===== src/rtl/bmr_pkg.sv =====
// Package: shared constants and helpers for the bus-master register file.
// Assumes a 32-bit register bus split into four byte lanes.
package bmr_pkg;
    localparam int LANES    = 4;
    localparam int DATA_W   = LANES * 8;
    // status bit positions
    localparam int ST_ACT   = 0;
    localparam int ST_ERR   = 1;
    localparam int ST_IRQ   = 2;
    localparam int ST_SW_LO = 5;
    localparam int ST_SW_HI = 6;
    // command bit positions
    localparam int CMD_GO   = 0;
    localparam int CMD_DIR  = 3;

    typedef logic [7:0] byte_t;

    // True when exactly one lane is enabled
    function automatic logic one_lane(input logic [LANES-1:0] be);
        return $countones(be) == 1;
    endfunction
endpackage


===== src/rtl/bmr_decode.sv =====
// Module: bmr_decode
// Turns a register-bus write into per-channel write enables.
// Assumes word index = 2*channel + (0: command/status, 1: table address).
// Command/status writes are honoured only with exactly one lane enabled.
module bmr_decode
    import bmr_pkg::*;
#(
    parameter int NUM_CH = 2,
    localparam int IDX_W = $clog2(2 * NUM_CH)
) (
    input  logic                    reg_wr,
    input  logic [IDX_W-1:0]        reg_idx,
    input  logic [LANES-1:0]        reg_be,
    output logic [NUM_CH-1:0]       cmd_we,
    output logic [NUM_CH-1:0]       st_we,
    output logic [NUM_CH*LANES-1:0] tbl_we
);
    logic single;
    logic tbl_word;

    // Classify the access once for all channels
    always_comb begin
        single   = one_lane(reg_be);
        tbl_word = reg_idx[0];
    end

    for (genvar c = 0; c < NUM_CH; c++) begin : g_ch
        logic hit;
        // Channel select and per-register enables
        always_comb begin
            hit       = reg_wr && (int'(reg_idx[IDX_W-1:1]) == c);
            cmd_we[c] = hit && !tbl_word && single && reg_be[0];
            st_we[c]  = hit && !tbl_word && single && reg_be[2];
            tbl_we[c*LANES +: LANES] = (hit && tbl_word) ? reg_be : '0;
        end
    end
endmodule


===== src/rtl/bmr_channel.sv =====
// Module: bmr_channel
// One channel's command, status and table-address registers.
// Assumes enables are already decoded; sets from hardware beat clears.
module bmr_channel
    import bmr_pkg::*;
#(
    parameter int TBL_W = 32
) (
    input  logic              clk,
    input  logic              rst_n,
    input  logic              cmd_we,
    input  logic              st_we,
    input  logic [LANES-1:0]  tbl_we,
    input  logic [DATA_W-1:0] wdata,
    input  logic              err_set,
    input  logic              irq_set,
    output byte_t             cmd_q,
    output byte_t             st_q,
    output logic [TBL_W-1:0]  tbl_q
);
    byte_t cmd_wr_byte;
    byte_t st_wr_byte;
    logic  go_q;
    logic  dir_q;
    logic  act_q;
    logic  err_q;
    logic  irq_q;
    logic  [1:0] sw_q;

    // Lane extraction for the byte registers
    always_comb begin
        cmd_wr_byte = wdata[7:0];
        st_wr_byte  = wdata[23:16];
    end

    // Command bits and the active flag they control
    always_ff @(posedge clk) begin
        if (!rst_n) begin
            go_q  <= 1'b0;
            dir_q <= 1'b0;
            act_q <= 1'b0;
        end else if (cmd_we) begin
            go_q  <= cmd_wr_byte[CMD_GO];
            dir_q <= cmd_wr_byte[CMD_DIR];
            act_q <= cmd_wr_byte[CMD_GO];
        end
    end

    // Status storage: plain bits and write-one-to-clear flags
    always_ff @(posedge clk) begin
        if (!rst_n) begin
            sw_q  <= '0;
            err_q <= 1'b0;
            irq_q <= 1'b0;
        end else begin
            if (st_we)
                sw_q <= st_wr_byte[ST_SW_HI:ST_SW_LO];
            err_q <= err_set | (err_q & ~(st_we & st_wr_byte[ST_ERR]));
            irq_q <= irq_set | (irq_q & ~(st_we & st_wr_byte[ST_IRQ]));
        end
    end

    // Table base, byte-lane writable, low two bits held at zero
    for (genvar l = 0; l < TBL_W / 8; l++) begin : g_lane
        always_ff @(posedge clk) begin
            if (!rst_n)
                tbl_q[l*8 +: 8] <= '0;
            else if (tbl_we[l])
                tbl_q[l*8 +: 8] <= (l == 0) ? (wdata[7:0] & 8'hFC)
                                            : wdata[l*8 +: 8];
        end
    end

    // Assemble readable bytes
    always_comb begin
        cmd_q = '0;
        cmd_q[CMD_GO]  = go_q;
        cmd_q[CMD_DIR] = dir_q;
        st_q = '0;
        st_q[ST_ACT] = act_q;
        st_q[ST_ERR] = err_q;
        st_q[ST_IRQ] = irq_q;
        st_q[ST_SW_HI:ST_SW_LO] = sw_q;
    end

    AST_ACT_FOLLOWS_GO: assert property (@(posedge clk) disable iff (!rst_n)
        cmd_we |=> st_q[ST_ACT] == $past(wdata[CMD_GO]));
    AST_ACT_KEPT_ON_ST: assert property (@(posedge clk) disable iff (!rst_n)
        (st_we && !cmd_we) |=> $stable(st_q[ST_ACT]));
    AST_ERR_SET_WINS: assert property (@(posedge clk) disable iff (!rst_n)
        err_set |=> st_q[ST_ERR]);
    AST_IRQ_SET_WINS: assert property (@(posedge clk) disable iff (!rst_n)
        irq_set |=> st_q[ST_IRQ]);
    AST_ERR_W1C: assert property (@(posedge clk) disable iff (!rst_n)
        (st_we && wdata[16 + ST_ERR] && !err_set) |=> !st_q[ST_ERR]);
    AST_TBL_HOLD: assert property (@(posedge clk) disable iff (!rst_n)
        (tbl_we == '0) |=> $stable(tbl_q));
    AST_CMD_HOLD: assert property (@(posedge clk) disable iff (!rst_n)
        !cmd_we |=> $stable(cmd_q));
endmodule


===== src/rtl/bmr_readmux.sv =====
// Module: bmr_readmux
// Combinational read-data selection for the register window.
// Assumes the caller registers the result; disabled lanes return zero.
module bmr_readmux
    import bmr_pkg::*;
#(
    parameter int NUM_CH = 2,
    parameter int TBL_W  = 32,
    localparam int IDX_W = $clog2(2 * NUM_CH)
) (
    input  logic [IDX_W-1:0]        reg_idx,
    input  logic [LANES-1:0]        reg_be,
    input  logic [NUM_CH*8-1:0]     cmd_all,
    input  logic [NUM_CH*8-1:0]     st_all,
    input  logic [NUM_CH*TBL_W-1:0] tbl_all,
    output logic [DATA_W-1:0]       rd_data
);
    logic [DATA_W-1:0] raw;
    logic [DATA_W-1:0] lane_mask;

    // Choose the dword image, then mask by lane enables
    always_comb begin
        raw = '0;
        for (int c = 0; c < NUM_CH; c++) begin
            if (int'(reg_idx[IDX_W-1:1]) == c) begin
                if (reg_idx[0])
                    raw = tbl_all[c*TBL_W +: TBL_W];
                else if (one_lane(reg_be))
                    raw = {8'hFF, st_all[c*8 +: 8], 8'hFF, cmd_all[c*8 +: 8]};
                else
                    raw = '1;
            end
        end
        for (int l = 0; l < LANES; l++)
            lane_mask[l*8 +: 8] = {8{reg_be[l]}};
        rd_data = raw & lane_mask;
    end
endmodule


===== src/rtl/busmaster_regs.sv =====
// Module: busmaster_regs (top)
// Register file for a two-channel bus-master DMA controller: decode,
// per-channel registers and a registered read port.
// Assumes a single-cycle write strobe and one-cycle read latency.
module busmaster_regs
    import bmr_pkg::*;
#(
    parameter int NUM_CH = 2,
    parameter int TBL_W  = 32,
    localparam int IDX_W = $clog2(2 * NUM_CH)
) (
    input  logic                    clk,
    input  logic                    rst_n,
    input  logic                    reg_wr,
    input  logic                    reg_rd,
    input  logic [IDX_W-1:0]        reg_idx,
    input  logic [LANES-1:0]        reg_be,
    input  logic [DATA_W-1:0]       reg_wdata,
    output logic [DATA_W-1:0]       reg_rdata,
    input  logic [NUM_CH-1:0]       err_set,
    input  logic [NUM_CH-1:0]       irq_set,
    output logic [NUM_CH-1:0]       dma_start,
    output logic [NUM_CH-1:0]       dma_dir,
    output logic [NUM_CH*TBL_W-1:0] table_base
);
    logic [NUM_CH-1:0]       cmd_we;
    logic [NUM_CH-1:0]       st_we;
    logic [NUM_CH*LANES-1:0] tbl_we;
    logic [NUM_CH*8-1:0]     cmd_all;
    logic [NUM_CH*8-1:0]     st_all;
    logic [DATA_W-1:0]       rd_next;

    bmr_decode #(.NUM_CH(NUM_CH)) u_dec (
        .reg_wr (reg_wr),
        .reg_idx(reg_idx),
        .reg_be (reg_be),
        .cmd_we (cmd_we),
        .st_we  (st_we),
        .tbl_we (tbl_we)
    );

    for (genvar c = 0; c < NUM_CH; c++) begin : g_chan
        bmr_channel #(.TBL_W(TBL_W)) u_ch (
            .clk    (clk),
            .rst_n  (rst_n),
            .cmd_we (cmd_we[c]),
            .st_we  (st_we[c]),
            .tbl_we (tbl_we[c*LANES +: LANES]),
            .wdata  (reg_wdata),
            .err_set(err_set[c]),
            .irq_set(irq_set[c]),
            .cmd_q  (cmd_all[c*8 +: 8]),
            .st_q   (st_all[c*8 +: 8]),
            .tbl_q  (table_base[c*TBL_W +: TBL_W])
        );
        // Per-channel control outputs
        always_comb begin
            dma_start[c] = cmd_all[c*8 + CMD_GO];
            dma_dir[c]   = cmd_all[c*8 + CMD_DIR];
        end
    end

    bmr_readmux #(.NUM_CH(NUM_CH), .TBL_W(TBL_W)) u_rmux (
        .reg_idx(reg_idx),
        .reg_be (reg_be),
        .cmd_all(cmd_all),
        .st_all (st_all),
        .tbl_all(table_base),
        .rd_data(rd_next)
    );

    // Registered read port
    always_ff @(posedge clk) begin
        if (!rst_n)
            reg_rdata <= '0;
        else if (reg_rd)
            reg_rdata <= rd_next;
    end

    AST_PAD_LANE_FF: assert property (@(posedge clk) disable iff (!rst_n)
        (reg_rd && !reg_idx[0] && reg_be == 4'b0010) |=> reg_rdata == 32'h0000_FF00);
    AST_WIDE_READ_FF: assert property (@(posedge clk) disable iff (!rst_n)
        (reg_rd && !reg_idx[0] && reg_be == 4'b1111) |=> reg_rdata == 32'hFFFF_FFFF);
    AST_ZERO_LANES: assert property (@(posedge clk) disable iff (!rst_n)
        (reg_rd && reg_be == 4'b0000) |=> reg_rdata == '0);
endmodule


===== config.mk =====
export PLATFORM = sky130hd
export DESIGN_NAME = busmaster_regs
export DESIGN_NICKNAME = d
export VERILOG_FILES = /design/src/rtl/bmr_pkg.sv /design/src/rtl/bmr_decode.sv /design/src/rtl/bmr_channel.sv /design/src/rtl/bmr_readmux.sv /design/src/rtl/busmaster_regs.sv
export SDC_FILE = /design/constraint.sdc
export NUM_CORES = 1
export LEC_CHECK = 0
export ABC_AREA = 0
export CAP_MARGIN = 20
export CORE_MARGIN = 4
export CORE_UTILIZATION = 48
export CTS_BUF_LIST = sky130_fd_sc_hd__clkbuf_8
export DETAILED_ROUTE_END_ITERATION = 8
export PLACE_DENSITY = 0.82
export SYNTH_ARGS = -nofsm -noshare
export SYNTH_HDL_FRONTEND = slang
export SYNTH_SLANG_ARGS = --single-unit
export TNS_END_PERCENT = 100

===== constraint.sdc =====
create_clock -name clk -period 2.93 [get_ports clk]
set_input_delay 0.293 -clock clk [delete_from_list [all_inputs] [get_ports clk]]
set_output_delay 0.293 -clock clk [all_outputs]
set_load 0.1 [all_outputs]

======== Word level (Yosys, flattened, before mapping) ========
Cells that the tools add are included.
word-level totals
  bits of input ports ..................... 46
  ROM bits ................................ 0
  output and inout port bits .............. 100
  logic and storage cells ................. 61
  bits in latches ......................... 0
  memories kept ........................... 0
  bits in writable memories ............... 0
  bits in registers ....................... 104
operators by class
  reduce and logical (&&, ||, !) cells .... 13
  mux-type cells .......................... 7
  shifts and indexed selects .............. 0
  multiply operators ...................... 0
  add/sub/neg operators ................... 3
  magnitude comparators ................... 0
  equal/unequal tests ..................... 1
  bitwise gates (word level) .............. 18
  divide/modulo/power cells ............... 0
operators by type and width
  kind                                            count
  two-way mux 32 bit                              3
  two-way mux 24 bit                              2
  adder 32 bit                                    1
  AND 32 bit                                      1
  == test 32 x 2 -> 1 bit, second input constant  1
  logical AND 1 bit                               12
  AND 1 bit                                       8
  two-way mux 4 bit                               2
  NOT 1 bit                                       5
  adder 1 x 1 -> 2 bit                            2
  bitwise OR 1 bit                                4
  logical NOT 1 bit                               1

======== Longest topological paths before layout ========
Gate-level depths: netlist of run 1.
  word-level depth ........................ 9
  gate-level depth with buffers ........... 8
  gate-level depth less buffers ........... 7

======== Cells and area by module ========
From an unflattened synthesis of run 1, not the netlist that was laid out.
second synthesis, totals
  cell total of the unflattened synthesis .. 498
  area total of the unflattened synthesis .. 5281.3 um2
modules (own cells, without submodules)
  module          instances  cells each  seq. area each (um2)  area each (um2)
  bmr_channel     2          134         720.7                 1472.7
  busmaster_regs  1          103         640.6                 1243.7
  bmr_readmux     1          101         0.0                   903.4
  bmr_decode      1          26          0.0                   188.9

======== Least setup slack after synthesis of run 1 ========
No wires, ideal clock.
  path kind ............................... input to register
  from .................................... input port reg_be[2]
  to ...................................... register g_chan[1].u_ch.err_q
  path buffers ............................ 1
  arrival ................................. 2391 ps
  cell stages on the path ................. 8
  required time ........................... 2814 ps
  slack ................................... 423 ps
  setup time .............................. 116 ps
  path through ............................ ha_1 > ha_1 > fa_1 > or4b_4 > or3_1 > buf_2 > nor3b_2 > nor2_1
between the ends
  word-level cells in the longest chain between the ends .. 9
ends and longest elaborated chain
  element                                     line                  text
  start: declaration                          busmaster_regs.sv:17  input logic [LANES-1:0] reg_be,
  adder 1 x 1 -> 2 bit (not written as such)  bmr_pkg.sv:20         return $countones(be) == 1;
  adder 32 bit (not written as such)          bmr_pkg.sv:20
  == test 32 x 2 -> 1 bit                     bmr_pkg.sv:20
  logical AND 1 bit                           bmr_decode.sv:33      st_we[c] = hit && !tbl_word && single && reg_be[2];
  logical AND 1 bit (*)                       bmr_decode.sv:33
  AND 1 bit (*)                               bmr_channel.sv:58     err_q <= err_set | (err_q & ~(st_we & st_wr_byte[ST_ERR]));
  NOT 1 bit (*)                               bmr_channel.sv:58
  AND 1 bit (*)                               bmr_channel.sv:58
  bitwise OR 1 bit (*)                        bmr_channel.sv:58
  end signal: assignment                      bmr_channel.sv:58
  end: declaration                            bmr_channel.sv:26     logic err_q;
Every way passes the cells marked *; elsewhere a longest branch is shown, timed or not.
A chain may end at the register's enable or synchronous reset.

======== Worst setup path in the final report of run 1 ========
Ends and elaborated chain as after synthesis.

==> results of run 1 <==
==> cell usage in the layout (no fill, tap or decap), types with 11 or more instances in the layout <==
cell             netlist  layout
nand2_1              113     113
buf_4                  8     113
dfxtp_1              104     104
a21boi_0              48      48
o21ai_0               45      45
clkdlybuf4s50_1        0      42
nor2b_1               23      23
mux2i_1               21      21
nand3_1               18      18
mux2_2                17      17
nand3b_1              16      16
or3_1                 12      12
a21oi_1               11      11
clkbuf_8               0      11
==> stage by stage <==
step	total power, W	hold WS, ns	setup TNS (ns)
5_1_grt	0.003098	0.4971	0
3_3_place_gp	0.002167	0.4414	-1.229
4_1_cts	0.002991	0.4720	0
3_5_place_dp	0.002177	0.4535	-2.441
6_report	0.002971	0.4705	0
2_1_floorplan	0.001982	0.4234	0
==> state kept, by name, indices dropped and copies added, names as in the netlist <==
signal	count
g_chan.u_ch.tbl_q	60
reg_rdata	32
g_chan.u_ch.sw_q	4
g_chan.u_ch.dir_q	2
g_chan.u_ch.err_q	2
g_chan.u_ch.go_q	2
g_chan.u_ch.irq_q	2
==> power breakdown <==
group / leakage [nW] / internal [W] / switching, W
sequential: 0.845 / 0.00146 / 0.0000284
combinational: 1.55 / 0.000191 / 0.000472
clock: 0.0927 / 0.000353 / 0.000471
total: 2.48 / 0.00200 / 0.000972
==> worst min-delay path, cell delays in order, from the launching register on <==
cell	delay, ns
dfxtp_1	0.33
nand2_1	0.05
nand3_1	0.05
==> cells by family after synthesis <==
group,count (synthesis),share of synthesized area [%]
flops,104,45.05
mux,38,8.690
compound gates,125,17.38
buf+inv,44,4.412
fa+ha+maj,4,1.245
simple gates,216,23.15
other cells,1,0.08113
==> worst max path at each step <==
| stage | startpoint | end | cells after the start |
|---|---|---|---|
| after CTS | reg_be[2] | g_chan[1].u_ch.err_q | 8 |
| final | reg_be[2] | g_chan[1].u_ch.err_q | 8 |
| after floorplan | reg_be[2] | g_chan[1].u_ch.err_q | 8 |
| after global routing | reg_be[2] | g_chan[1].u_ch.sw_q[0] | 8 |
| after detailed placement | reg_be[2] | g_chan[1].u_ch.err_q | 8 |
| after global placement | reg_be[2] | g_chan[1].u_ch.irq_q | 8 |
==> layout make-up <==
cell class	count	area [sq um]
inverters	3	11.26
clock buffers	11	151.4
repair buffers	157	1279
flip-flops and latches	104	2082
clock inverters	5	32.53
fillers	790	3263
multi-input cells	387	2347
well taps	129	161.4
==> layer usage <==
layer	wire length (um)	up-vias	GRT usage [%]
met5	0	-	0
met4	173	0	6.475
met3	1056	19	7.104
met2	6784	168	41.67
met1	5452	2064	27.91
li1	-	2076	-
==> flow_summary.yaml, run 1 <==
status:
  status: "completed"
logic_synthesis:
  synth.top_cells.by_count: "nand2_1 (113), dfxtp_1 (104), a21boi_0 (48), o21ai_0 (45)"
  synth.ff_latch_count: 104
  synth_top_area_share_pct: 45.05
  synth_edf_count: 0
  ys_seq_area_share_pct: 45.05
  asyncSetResetFlopFracSynth_pct: 0
  synth_most_common_cell: "nand2_1"
  syn_inst: 532
  ys_warn_count: 0
  syn_area_per_cell_sq_um: 8.688
  netlist_top_cells_area: "dfxtp_1 (45%), nand2_1 (9.2%), a21boi_0 (7.8%), o21ai_0 (4.9%), mux2i_1 (4.5%)"
  synth_area_leader_cell: "dfxtp_1"
  ys.flop_type: "dfxtp_1"
  syn_area_sq_um: 4622
  synthDistinctLibCells: 36
route:
  routed_wl_um: 13470
  drtPass1Iterations: 4
  drt-initial-drc-count: 233
  via_per_inst: 5.436
  antenna_left: 0
  dr_total_vias: 4327
  wl_per_cell_um: 16.92
  drc_errors: 0
setup_path:
  cp-start-kind: "input pin"
  cp.required_ns: 3.18
  path_buf_inv: 1
  path_class: "in2reg"
  worstPathCellList: "clkdlybuf4s50_1 > ha_1 > ha_1 > fa_1 > or4b_4 > or3_1 > nor3b_2 > nor2_1"
  cp_max_fo: 6
  rr_startpoint: "g_chan[1].u_ch.go_q"
  slowest_stage: "or4b_4"
  crit_top_cell: "ha_1"
  worstPathArrival_ns: 3.05
  cpPeakStageDelay_ns: 0.57
  worst_setup_path_end_kind: "flop"
  regToRegSetupSlack_ns: 1.84
  r2r_end: "reg_rdata[0]"
  worst_r2r_path_depth: 4
  critical-path-top-delay-family: "simple AND/OR/NAND/NOR gates"
placed_design:
  place_ws_ns: -0.2354
  place_congestion: 0.8814
  io_buffers: 140
  hpwl_um: 9778
  placed_area_sq_um: 5881
  dpl.cell_count: 780
clock_network:
  htreeDepth: 3
  cts_sinks: 104
  cts_tree: "built"
  clk_latency_ns: 0.35
  cts_made_buffers: 9
  clk_pin_slew_ns: 0.10
  post-cts-setup-buffers: 0
  ctsRootBufferMaster: "clkbuf_8"
  cts_hold_buf: 0
  clockBufferDepth: 2
  cts-resized-gates: 0
finish:
  area_delta_synth_final_pct: 31.21
  num_antenna_cells: 0
  finish.utilization_pct: 65.02
  nets: 712
  fin_cells: 796
  final_area_sq_um: 6065
  final_layout_size_suffix_gt1_share_pct: 22.94
timing:
  finalClockSkew_ns: 0.01036
  worst_slack_ns: 0.1290
  post-route-min-period_ns: 2.801
  setup_viol: 0
  tightest_slew_ns: 0.6431
  hold_viol: 0
  rsz0062_at_grt: "false"
  maxSlewHeadroom_pct: 57.13
  fmax_mhz: 357.0
  report.final.slew_viol_count: 0
  fin_crit_sh_pct: 95.60
hold_path:
  worstHoldPathType: "reg2reg"
  whs_path_depth: 2
  min-delay-start: "reg_rdata[18]"
  whs_endpoint: "reg_rdata[18]"
die:
  rows: 35
  die-area_sq_um: 11260
  start_util_pct: 49.55
  core_area_sq_um: 9328
  ios: 146
  die_h_um: 106.1
  chipWidth_um: 106.1
global_route:
  grt_start_max_net_pins: 41
  grt_usage_pct: 23.69
  grt_pass1_wl_um: 21700
  grt_pass1_vias: 4348
  antenna_found_initial: 0
  gr-total-overflow: 0
pwr:
  powerDensity_nw_per_um2: 489.8
  peakVddDrop_uv: 312.3
  p_leak_nw: 2.483
flow_run:
  cap_violations: 0
Note: power is estimated with default switching activity, not from simulation.
==> inputs of run 2 (changes only) <==
--- a/config.mk
+++ b/config.mk
@@ -8,10 +8,11 @@
 export ABC_AREA = 0
 export CAP_MARGIN = 20
 export CORE_MARGIN = 4
-export CORE_UTILIZATION = 48
+export CORE_UTILIZATION = 45
 export CTS_BUF_LIST = sky130_fd_sc_hd__clkbuf_8
 export DETAILED_ROUTE_END_ITERATION = 8
-export PLACE_DENSITY = 0.82
+export PLACE_DENSITY = 0.78
+export SLEW_MARGIN = 5
 export SYNTH_ARGS = -nofsm -noshare
 export SYNTH_HDL_FRONTEND = slang
 export SYNTH_SLANG_ARGS = --single-unit
==> constraint.sdc (replaced) <==
create_clock -name clk -period 2.7 [get_ports clk]
set_input_delay 0.27 -clock clk [delete_from_list [all_inputs] [get_ports clk]]
set_output_delay 0.27 -clock clk [all_outputs]
set_load 0.1 [all_outputs]
==> run 2 against run 1 <==
Against the previous run:
- first-iteration DRC count down 16%
- worst hold slack worse by 0.16 ns
- combinational power up 8.0%
- routed wire length down 1.8%
- final cell count up 0.63%
- sequential power up 9%
- clock power up 9.1%
- power up 8.7%
- critical path type unchanged
- largest cell class unchanged
==> flow_summary.yaml, run 2 (synthesis results as in run 1) <==
status:
  status: "completed"
flow_run:
  cap_violations: 0
timing:
  hold_viol: 0
  setup_viol: 0
  report.final.slew_viol_count: 0
  rsz0062_at_grt: "false"
  tightest_slew_ns: 0.6278
  post-route-min-period_ns: 2.617
  maxSlewHeadroom_pct: 57.99
  fin_crit_sh_pct: 96.93
  fmax_mhz: 382.1
  worst_slack_ns: 0.08297
  finalClockSkew_ns: 0.008818
placed_design:
  hpwl_um: 9809
  io_buffers: 140
  dpl.cell_count: 785
  placed_area_sq_um: 5893
  place_congestion: 0.8184
  place_ws_ns: -0.3937
finish:
  final_area_sq_um: 6088
  fin_cells: 801
  finish.utilization_pct: 61.44
  final_common_cell: "buf_4"
  num_antenna_cells: 0
  mostFrequentLayoutCells: "buf_4 (114), nand2_1 (113), dfxtp_1 (104)"
  final_layout_size_suffix_gt1_share_pct: 23.65
  area_delta_synth_final_pct: 31.73
  regMostFlops: "g_chan.u_ch.tbl_q"
  nets: 713
  largest_reg_flops: 60
  largestRegisters: "g_chan.u_ch.tbl_q: 60 flops, reg_rdata: 32 flops, g_chan.u_ch.sw_q: 4 flops"
clock_network:
  clk_pin_slew_ns: 0.10
  htreeDepth: 3
  cts_sinks: 104
  ctsRootBufferMaster: "clkbuf_8"
  cts_hold_buf: 0
  post-cts-setup-buffers: 0
  clockBufferDepth: 2
  clk_latency_ns: 0.36
  cts_tree: "built"
  cts_made_buffers: 9
die:
  start_util_pct: 46.64
  core_area_sq_um: 9910
  die-area_sq_um: 11960
  die_h_um: 109.3
  rows: 36
  chipWidth_um: 109.3
  ios: 146
route:
  drtPass1Iterations: 5
  wl_per_cell_um: 16.51
  drt-initial-drc-count: 196
  via_per_inst: 5.308
  antenna_left: 0
  drc_errors: 0
  routed_wl_um: 13230
  dr_total_vias: 4252
global_route:
  grt_use_met3_pct: 3.464
  grtUsageMet1_pct: 28.52
  grt_start_max_net_pins: 56
  antenna_found_initial: 0
  grt_pass1_wl_um: 21060
  gr-total-overflow: 0
  grt_usage_pct: 22.43
  use_met2_pct: 38.54
  grt_pass1_vias: 4186
  busiest_layer: "met2"
setup_path:
  worst_setup_path_end_kind: "flop"
  slowest_stage: "or4b_4"
  worstPathArrival_ns: 2.88
  cp_max_fo: 4
  path_buf_inv: 1
  critical-path-top-delay-family: "simple AND/OR/NAND/NOR gates"
  crit_top_cell: "ha_1"
  cpPeakStageDelay_ns: 0.55
  cp.required_ns: 2.97
  path_class: "in2reg"
  cp-start-kind: "input pin"
  regToRegSetupSlack_ns: 1.61
  worstPathCellList: "clkdlybuf4s50_1 > ha_1 > ha_1 > fa_1 > or4b_4 > or3_1 > a31o_2"
hold_path:
  worstHoldPathType: "in2reg"
pwr:
  peakVddDrop_uv: 320.0
  power.total_w: 0.003229
  p_leak_nw: 2.483
  powerDensity_nw_per_um2: 530.3
run 2: cell count changes in the layout (fill, tap and decap cells not counted), sizes merged:
| cell | previous run | this run |
|---|---|---|
| inv | 4 | 5 |
| clkinvlp | 2 | 3 |
| buf | 115 | 116 |
| clkbuf | 11 | 9 |
run 2: power by group:
part	internal, W	leakage [nW]	switching, W	total (W)
clock	0.000345	0.0838	0.000555	0.000900
combinational	0.000207	1.56	0.000509	0.000716
sequential	0.00158	0.845	0.0000331	0.00161
total	0.00213	2.48	0.00110	0.00323
run 2: worst paths after layout:
kind              cells after the start                   to                start
setup / recovery                      7  g_chan[1].u_ch.go_q            reg_be[3]
hold / removal                        2         reg_rdata[1]                rst_n
setup reg to reg                      4         reg_rdata[0]  g_chan[1].u_ch.go_q
hold reg to reg                       2        reg_rdata[22]        reg_rdata[22]
run 2: area by class of cell:
cell class                      instances  area [sq um]
Clock buffer                            9         123.9
Clock inverter                          7         56.30
Fill cell                             890          3821
Inverter                                3         11.26
Multi-Input combinational cell        387          2362
Sequential cell                       104          2082
Tap cell                              133         166.4
Timing Repair Buffer                  158          1286
run 2: layer usage:
metal / vias to the layer above / part of all wire (%)
met1: 1988 / 42
li1: 2087 / -
met5: - / 0
met4: 0 / 2.2
met2: 158 / 49
met3: 19 / 6.9
run 2: repair_timing:
| action | 4_1_cts | 5_1_grt |
|---|---|---|
| gates resized for setup | 0 | 3 |
| setup endpoints to repair | 0 | 10 |
| endpoints found under the hold margin | 0 | 0 |
run 2: through the flow:
stage               hold slack, ns  TNS (ns)
floorplan                   0.4004         0
global placement            0.4417    -6.607
detailed placement          0.4546    -7.816
CTS                         0.2952         0
global route                0.3052         0
finish                      0.3097         0
run 2: worst reg2reg max path, stage by stage (launching register included):
cell and delay [ns]:
dfxtp_1 0.36, mux2_2 0.29, nor2_1 0.11, o32ai_1 0.08
and2_1 0.16
